## config.mk

```make
export PLATFORM = sky130hd
export DESIGN_NAME = hb_deadtime_seq
export DESIGN_NICKNAME = d
export VERILOG_FILES = /design/src/rtl/hbdt_pkg.sv /design/src/rtl/hbdt_sync.sv /design/src/rtl/hbdt_event.sv /design/src/rtl/hbdt_timer.sv /design/src/rtl/hb_deadtime_seq.sv
export SDC_FILE = /design/constraint.sdc
export NUM_CORES = 1
export LEC_CHECK = 0
export BUFFER_PORTS_ARGS = -buffer_cell sky130_fd_sc_hd__buf_2
export CORE_MARGIN = 3
export CORE_UTILIZATION = 40
export CTS_BUF_LIST = sky130_fd_sc_hd__clkbuf_4
export DETAILED_ROUTE_END_ITERATION = 8
export PLACE_DENSITY_LB_ADDON = 0.25
export REMOVE_ABC_BUFFERS = 1
export SLEW_MARGIN = 20
export SYNTH_ARGS = -nofsm -noshare
export SYNTH_HDL_FRONTEND = slang
export SYNTH_SLANG_ARGS = --single-unit
```

## constraint.sdc

```tcl
create_clock -name clk -period 6.1 [get_ports clk]
set_input_delay 0.915 -clock clk [delete_from_list [all_inputs] [get_ports clk]]
set_output_delay 0.915 -clock clk [all_outputs]
set_load 0.01 [all_outputs]
```

## src/rtl/hbdt_pkg.sv

```systemverilog
package hbdt_pkg;

    localparam int CNT_W       = 8;
    localparam int SYNC_STAGES = 2;

    typedef logic [CNT_W-1:0] cnt_t;

    typedef struct packed {
        logic rail_hi;
        logic rail_lo;
        logic above_low;
        logic below_high;
        logic below_dly;
        logic above_dly;
    } node_flags_t;

    localparam int FLAG_W = $bits(node_flags_t);

    typedef enum logic [1:0] {
        PH_DEAD_LO = 2'd0,
        PH_LO_ON   = 2'd1,
        PH_DEAD_HI = 2'd2,
        PH_HI_ON   = 2'd3
    } phase_t;

    // a programmed length of zero behaves as one cycle
    function automatic logic [CNT_W:0] min_one(input cnt_t v);
        return (v == '0) ? (CNT_W+1)'(1) : {1'b0, v};
    endfunction

    function automatic logic hi_ready(input node_flags_t f);
        return f.rail_hi | (f.above_low & f.below_dly);
    endfunction

    function automatic logic lo_ready(input node_flags_t f);
        return f.rail_lo | (f.below_high & f.above_dly);
    endfunction

endpackage

```

## src/rtl/hbdt_sync.sv

```systemverilog
module hbdt_sync #(
    parameter int WIDTH  = 6,
    parameter int STAGES = 2
) (
    input  logic             clk,
    input  logic             rst,
    input  logic [WIDTH-1:0] d,
    output logic [WIDTH-1:0] q
);
    logic [WIDTH-1:0] stg [STAGES];

    always_ff @(posedge clk) begin
        if (rst) begin
            for (int i = 0; i < STAGES; i++) stg[i] <= '0;
        end else begin
            stg[0] <= d;
            for (int i = 1; i < STAGES; i++) stg[i] <= stg[i-1];
        end
    end

    assign q = stg[STAGES-1];
endmodule

```

## src/rtl/hbdt_event.sv

```systemverilog
module hbdt_event
    import hbdt_pkg::*;
(
    input  logic        clk,
    input  logic        rst,
    input  node_flags_t flags_s,
    output logic        hi_edge,
    output logic        lo_edge
);
    logic hi_now, lo_now, hi_prev, lo_prev;

    assign hi_now = hi_ready(flags_s);
    assign lo_now = lo_ready(flags_s);

    always_ff @(posedge clk) begin
        if (rst) begin
            hi_prev <= 1'b0;
            lo_prev <= 1'b0;
        end else begin
            hi_prev <= hi_now;
            lo_prev <= lo_now;
        end
    end

    assign hi_edge = hi_now & ~hi_prev;
    assign lo_edge = lo_now & ~lo_prev;
endmodule

```

## src/rtl/hbdt_timer.sv

```systemverilog
module hbdt_timer
    import hbdt_pkg::*;
(
    input  logic clk,
    input  logic rst,
    input  logic clear,
    input  cnt_t limit,
    output logic done
);
    cnt_t cnt;

    always_ff @(posedge clk) begin
        if (rst || clear) cnt <= '0;
        else if (cnt != '1) cnt <= cnt + 1'b1;
    end

    // done on the last cycle of a phase of min_one(limit) cycles
    assign done = ({1'b0, cnt} + (CNT_W+1)'(1)) >= min_one(limit);
endmodule

```

## src/rtl/hb_deadtime_seq.sv

```systemverilog
module hb_deadtime_seq
    import hbdt_pkg::*;
(
    input  logic                 clk,
    input  logic                 rst,
    input  logic                 adapt_en,
    input  logic [CNT_W-1:0]     on_cycles,
    input  logic [CNT_W-1:0]     dead_cycles,
    input  logic                 rail_hi_in,
    input  logic                 rail_lo_in,
    input  logic                 above_low_in,
    input  logic                 below_high_in,
    input  logic                 below_dly_in,
    input  logic                 above_dly_in,
    output logic                 gate_hi,
    output logic                 gate_lo
);
    node_flags_t raw_flags, sync_flags;
    logic        hi_edge, lo_edge;
    logic        phase_done, advance, boot;
    cnt_t        limit;
    phase_t      phase, phase_nx;

    assign raw_flags = '{rail_hi:    rail_hi_in,
                         rail_lo:    rail_lo_in,
                         above_low:  above_low_in,
                         below_high: below_high_in,
                         below_dly:  below_dly_in,
                         above_dly:  above_dly_in};

    hbdt_sync #(.WIDTH(FLAG_W), .STAGES(SYNC_STAGES)) i_sync (
        .clk (clk),
        .rst (rst),
        .d   (raw_flags),
        .q   (sync_flags)
    );

    hbdt_event i_event (
        .clk     (clk),
        .rst     (rst),
        .flags_s (sync_flags),
        .hi_edge (hi_edge),
        .lo_edge (lo_edge)
    );

    assign limit = (phase == PH_LO_ON || phase == PH_HI_ON) ? on_cycles : dead_cycles;

    hbdt_timer i_timer (
        .clk   (clk),
        .rst   (rst),
        .clear (advance),
        .limit (limit),
        .done  (phase_done)
    );

    // only the next switch's event can end a dead time
    always_comb begin
        unique case (phase)
            PH_DEAD_LO: advance = phase_done | (adapt_en & ~boot & lo_edge);
            PH_DEAD_HI: advance = phase_done | (adapt_en & hi_edge);
            default:    advance = phase_done;
        endcase
        phase_nx = phase_t'(phase + 2'd1);
    end

    always_ff @(posedge clk) begin
        if (rst) begin
            phase   <= PH_DEAD_LO;
            boot    <= 1'b1;
            gate_hi <= 1'b0;
            gate_lo <= 1'b0;
        end else if (advance) begin
            phase   <= phase_nx;
            gate_lo <= (phase_nx == PH_LO_ON);
            gate_hi <= (phase_nx == PH_HI_ON);
            if (phase == PH_DEAD_LO) boot <= 1'b0;
        end
    end
endmodule

```

==> results.ini <==
[setup_path]
r2r_end = phase[0]
end_kind = flop
r2r_cells = 13
cp_max_fo = 10
ff2ff_setup_slack_ns = 2.72
cp-start-kind = flop
rr_startpoint = phase[1]
arrival_ns = 3.59
startpoint = phase[1]
critPathKind = flop to flop
required_ns = 6.31

[timing]
final.setup.tns_ns = 0
tightest_slew_ns = 0.521
final.setup_skew_ns = 0.00930
hold_viol = 0
rsz0062_at_grt = no
fmax_mhz = 296
drv_slew = 0
max-slew-margin-rel_pct = 65.2
setup_viol = 0
period_share_pct = 55.4
min_period_ns = 3.38

[clock_tree]
clock_latency_ns = 0.32
clkTransAtPathRegs_ns = 0.14
clk_path_buf_depth = 2
clock-sinks = 27
htreeDepth = 1
post_cts_buffers = 0
cts_inserted_buffers = 3
tritoncts = done
cts_root_buffer = clkbuf_4
holdBufCountCts = 0
cts_resized = 0

[hold_path]
hold_end = i_sync.stg[0][10]
holdCritPathClass = flop to flop
hp-start = i_sync.stg[0][4]
whs_path_depth = 1

[route]
vias_per_cell = 4.99
antenna_left = 0
drtPass1Iterations = 4
drc = 0
drt_iter0_drc = 26
drt_wl_total_um = 2330
routedWlPerCell_um = 11.4
dr_total_vias = 1018

[die]
core_area_mm2 = 0.00313
fp.dieH_um = 64.1
start_util_pct = 43.2
pin_count = 27
die_area_mm2 = 0.00411
num_rows = 20
die_width_um = 64.1

[synthesis]
ys_ff_latch = 27
async_reset_ff_share_pct = 0
synth_top_family_by_area = simple AND/OR/NAND/NOR gates
ys_warn_count = 0
synthXorXnorAreaFrac_pct = 3.89
synth_fa_ha_area_share_pct = 12.0
synth-compound-area-share_pct = 11.1
synth_cell_type_count = 37
synth_flop_cell = dfxtp_1
avgSynthCellArea_um2 = 10.0
synthCells = 135
synth_edf_count = 0
synthSimpleGateAreaFrac_pct = 24.1
netlist_area_mm2 = 0.00135
yosysSeqAreaShare_pct = 40.0
synth_mux_area_share_pct = 6.30

[placed_design]
dpl.hpwl_um = 1910
gp_congestion = 0.757
place.port_buffers = 26

[power_and_ir_drop]
p_switching_uw = 67.7
p_clk_share_pct = 24.9
pwr-share-seq_pct = 63.1
internal_power_uw = 226
combPwrFrac_pct = 12.0
peakVddDrop_mv = 0.119
p_leak_nw = 0.746
power_density_mw_per_mm2 = 190
total_power_uw = 294
swShare_pct = 23.0

[layout]
drive_gt1_share_pct = 25.6
final_cell_mix = dfxtp_1 (27), buf_2 (26), ha_1 (13), nor2b_1 (12)
nFillCells = 299
final_common_cell = dfxtp_1
area.growth.synth_to_final_pct = 14.4
nets = 199
antenna_cells = 0

[grt]
grt_pass1_vias = 999
overflow = 0
grt_max_degree = 32
grt_pass1_wl_um = 4200
grt_usage_pct = 12.6
antenna_found_initial = 0

[run_status]
run_status = complete, no violations

[job]
cap_violations = 0

## synthesized netlist by cell type (2+ instances only)
master,n,share of area (%)
dfxtp_1,27,40
ha_1,13,12
nor2b_1,12,5.6
mux2i_1,7,5.2
nor2_1,7,1.9
a21oi_1,6,2.2
clkbuf_1,5,1.4
and3_1,4,1.9
inv_1,4,1.1
nor3b_1,4,2.2
nor4_1,4,1.9
xor2_1,4,2.6
nand2_1,3,0.83
nand2b_1,3,1.4
nand3_1,3,1.1
nor3_1,3,1.1
and4_1,2,1.3
nand4b_1,2,1.3
o21a_1,2,1.1
o21ai_0,2,0.74
xnor2_1,2,1.3
## metal layers
| metal | up-vias | track usage (%) | wire (um) |
|---|---|---|---|
| met5 | - | 0 | 0 |
| met4 | 0 | 3.96 | 15 |
| met3 | 2 | 2.46 | 161 |
| met2 | 29 | 22.1 | 1100 |
| met1 | 453 | 15.4 | 1050 |
| li1 | 534 | - | - |
## power by group through the flow
stage	Clock [mW]	Combinational, mW	Sequential (mW)
after global placement	0	0.0347	0.189
after CTS	0.0782	0.0363	0.186
after floorplan	0	0.0205	0.189
after detailed placement	0	0.0362	0.189
after global routing	0.0843	0.0416	0.186
final	0.0731	0.0354	0.185
## state kept, by name, summed over array words and instances, names as in the netlist
signal,count
i_event.hi_prev,1
i_timer.cnt,8
i_event.lo_prev,1
gate_lo,1
phase,2
boot,1
i_sync.stg,12
gate_hi,1
## how the worst max path moves through the flow
stage	endpoint	slack [ns]	depth (start not counted)
2_1_floorplan	phase[0]	2.98	13
3_3_place_gp	phase[0]	2.83	13
3_5_place_dp	phase[0]	2.71	13
4_1_cts	phase[0]	2.70	13
5_1_grt	i_timer.cnt[7]	2.43	13
6_report	phase[0]	2.72	13
## critical path, stage by stage, from the launching register on
cell and delay [ns]:
dfxtp_1 0.40, inv_1 0.08, ha_1 0.20, nor2_2 0.44
mux2i_1 0.31, o21a_1 0.17, a211oi_1 0.07, a21oi_1 0.16
ha_1 0.24, nand2b_1 0.14, a211o_1 0.30, a32oi_2 0.29
and2_4 0.21, mux2_4 0.29
## metrics by stage
stage / std cells / hold WS [ns] / worst slack [ns] / utilization [%] / cell area, um^2
after CTS: 204 / 0.459 / 2.70 / 49.4 / 1540
after global routing: 204 / 0.470 / 2.43 / 49.4 / 1540
after global placement: 200 / 0.420 / 2.83 / 48.5 / 1520
after floorplan: 130 / 0.414 / 2.98 / - / 1330
after detailed placement: 200 / 0.429 / 2.71 / 48.5 / 1520
final: 204 / 0.449 / 2.72 / 49.4 / 1540
## cells by family after synthesis
family / Yosys count
DFF: 27
and+or+nand+nor: 53
AOI/OAI and AO/OA: 19
buffers and inverters: 9
adders and majority gates: 13
muxes: 8
xor gates and xnor gates: 6
## area by class of cell
type                    instances  area, um^2  share of cell area, %
flip-flops and latches         27         541                   35.0
inverters                       4        15.0                  0.972
repair buffers                 26         130                   8.43
clock buffers                   3        22.5                   1.46
multi-input cells              99         776                   50.2
well taps                      44        55.1                   3.57
clock inverters                 1        5.00                  0.324
Note: power is estimated with default switching activity, not from simulation.
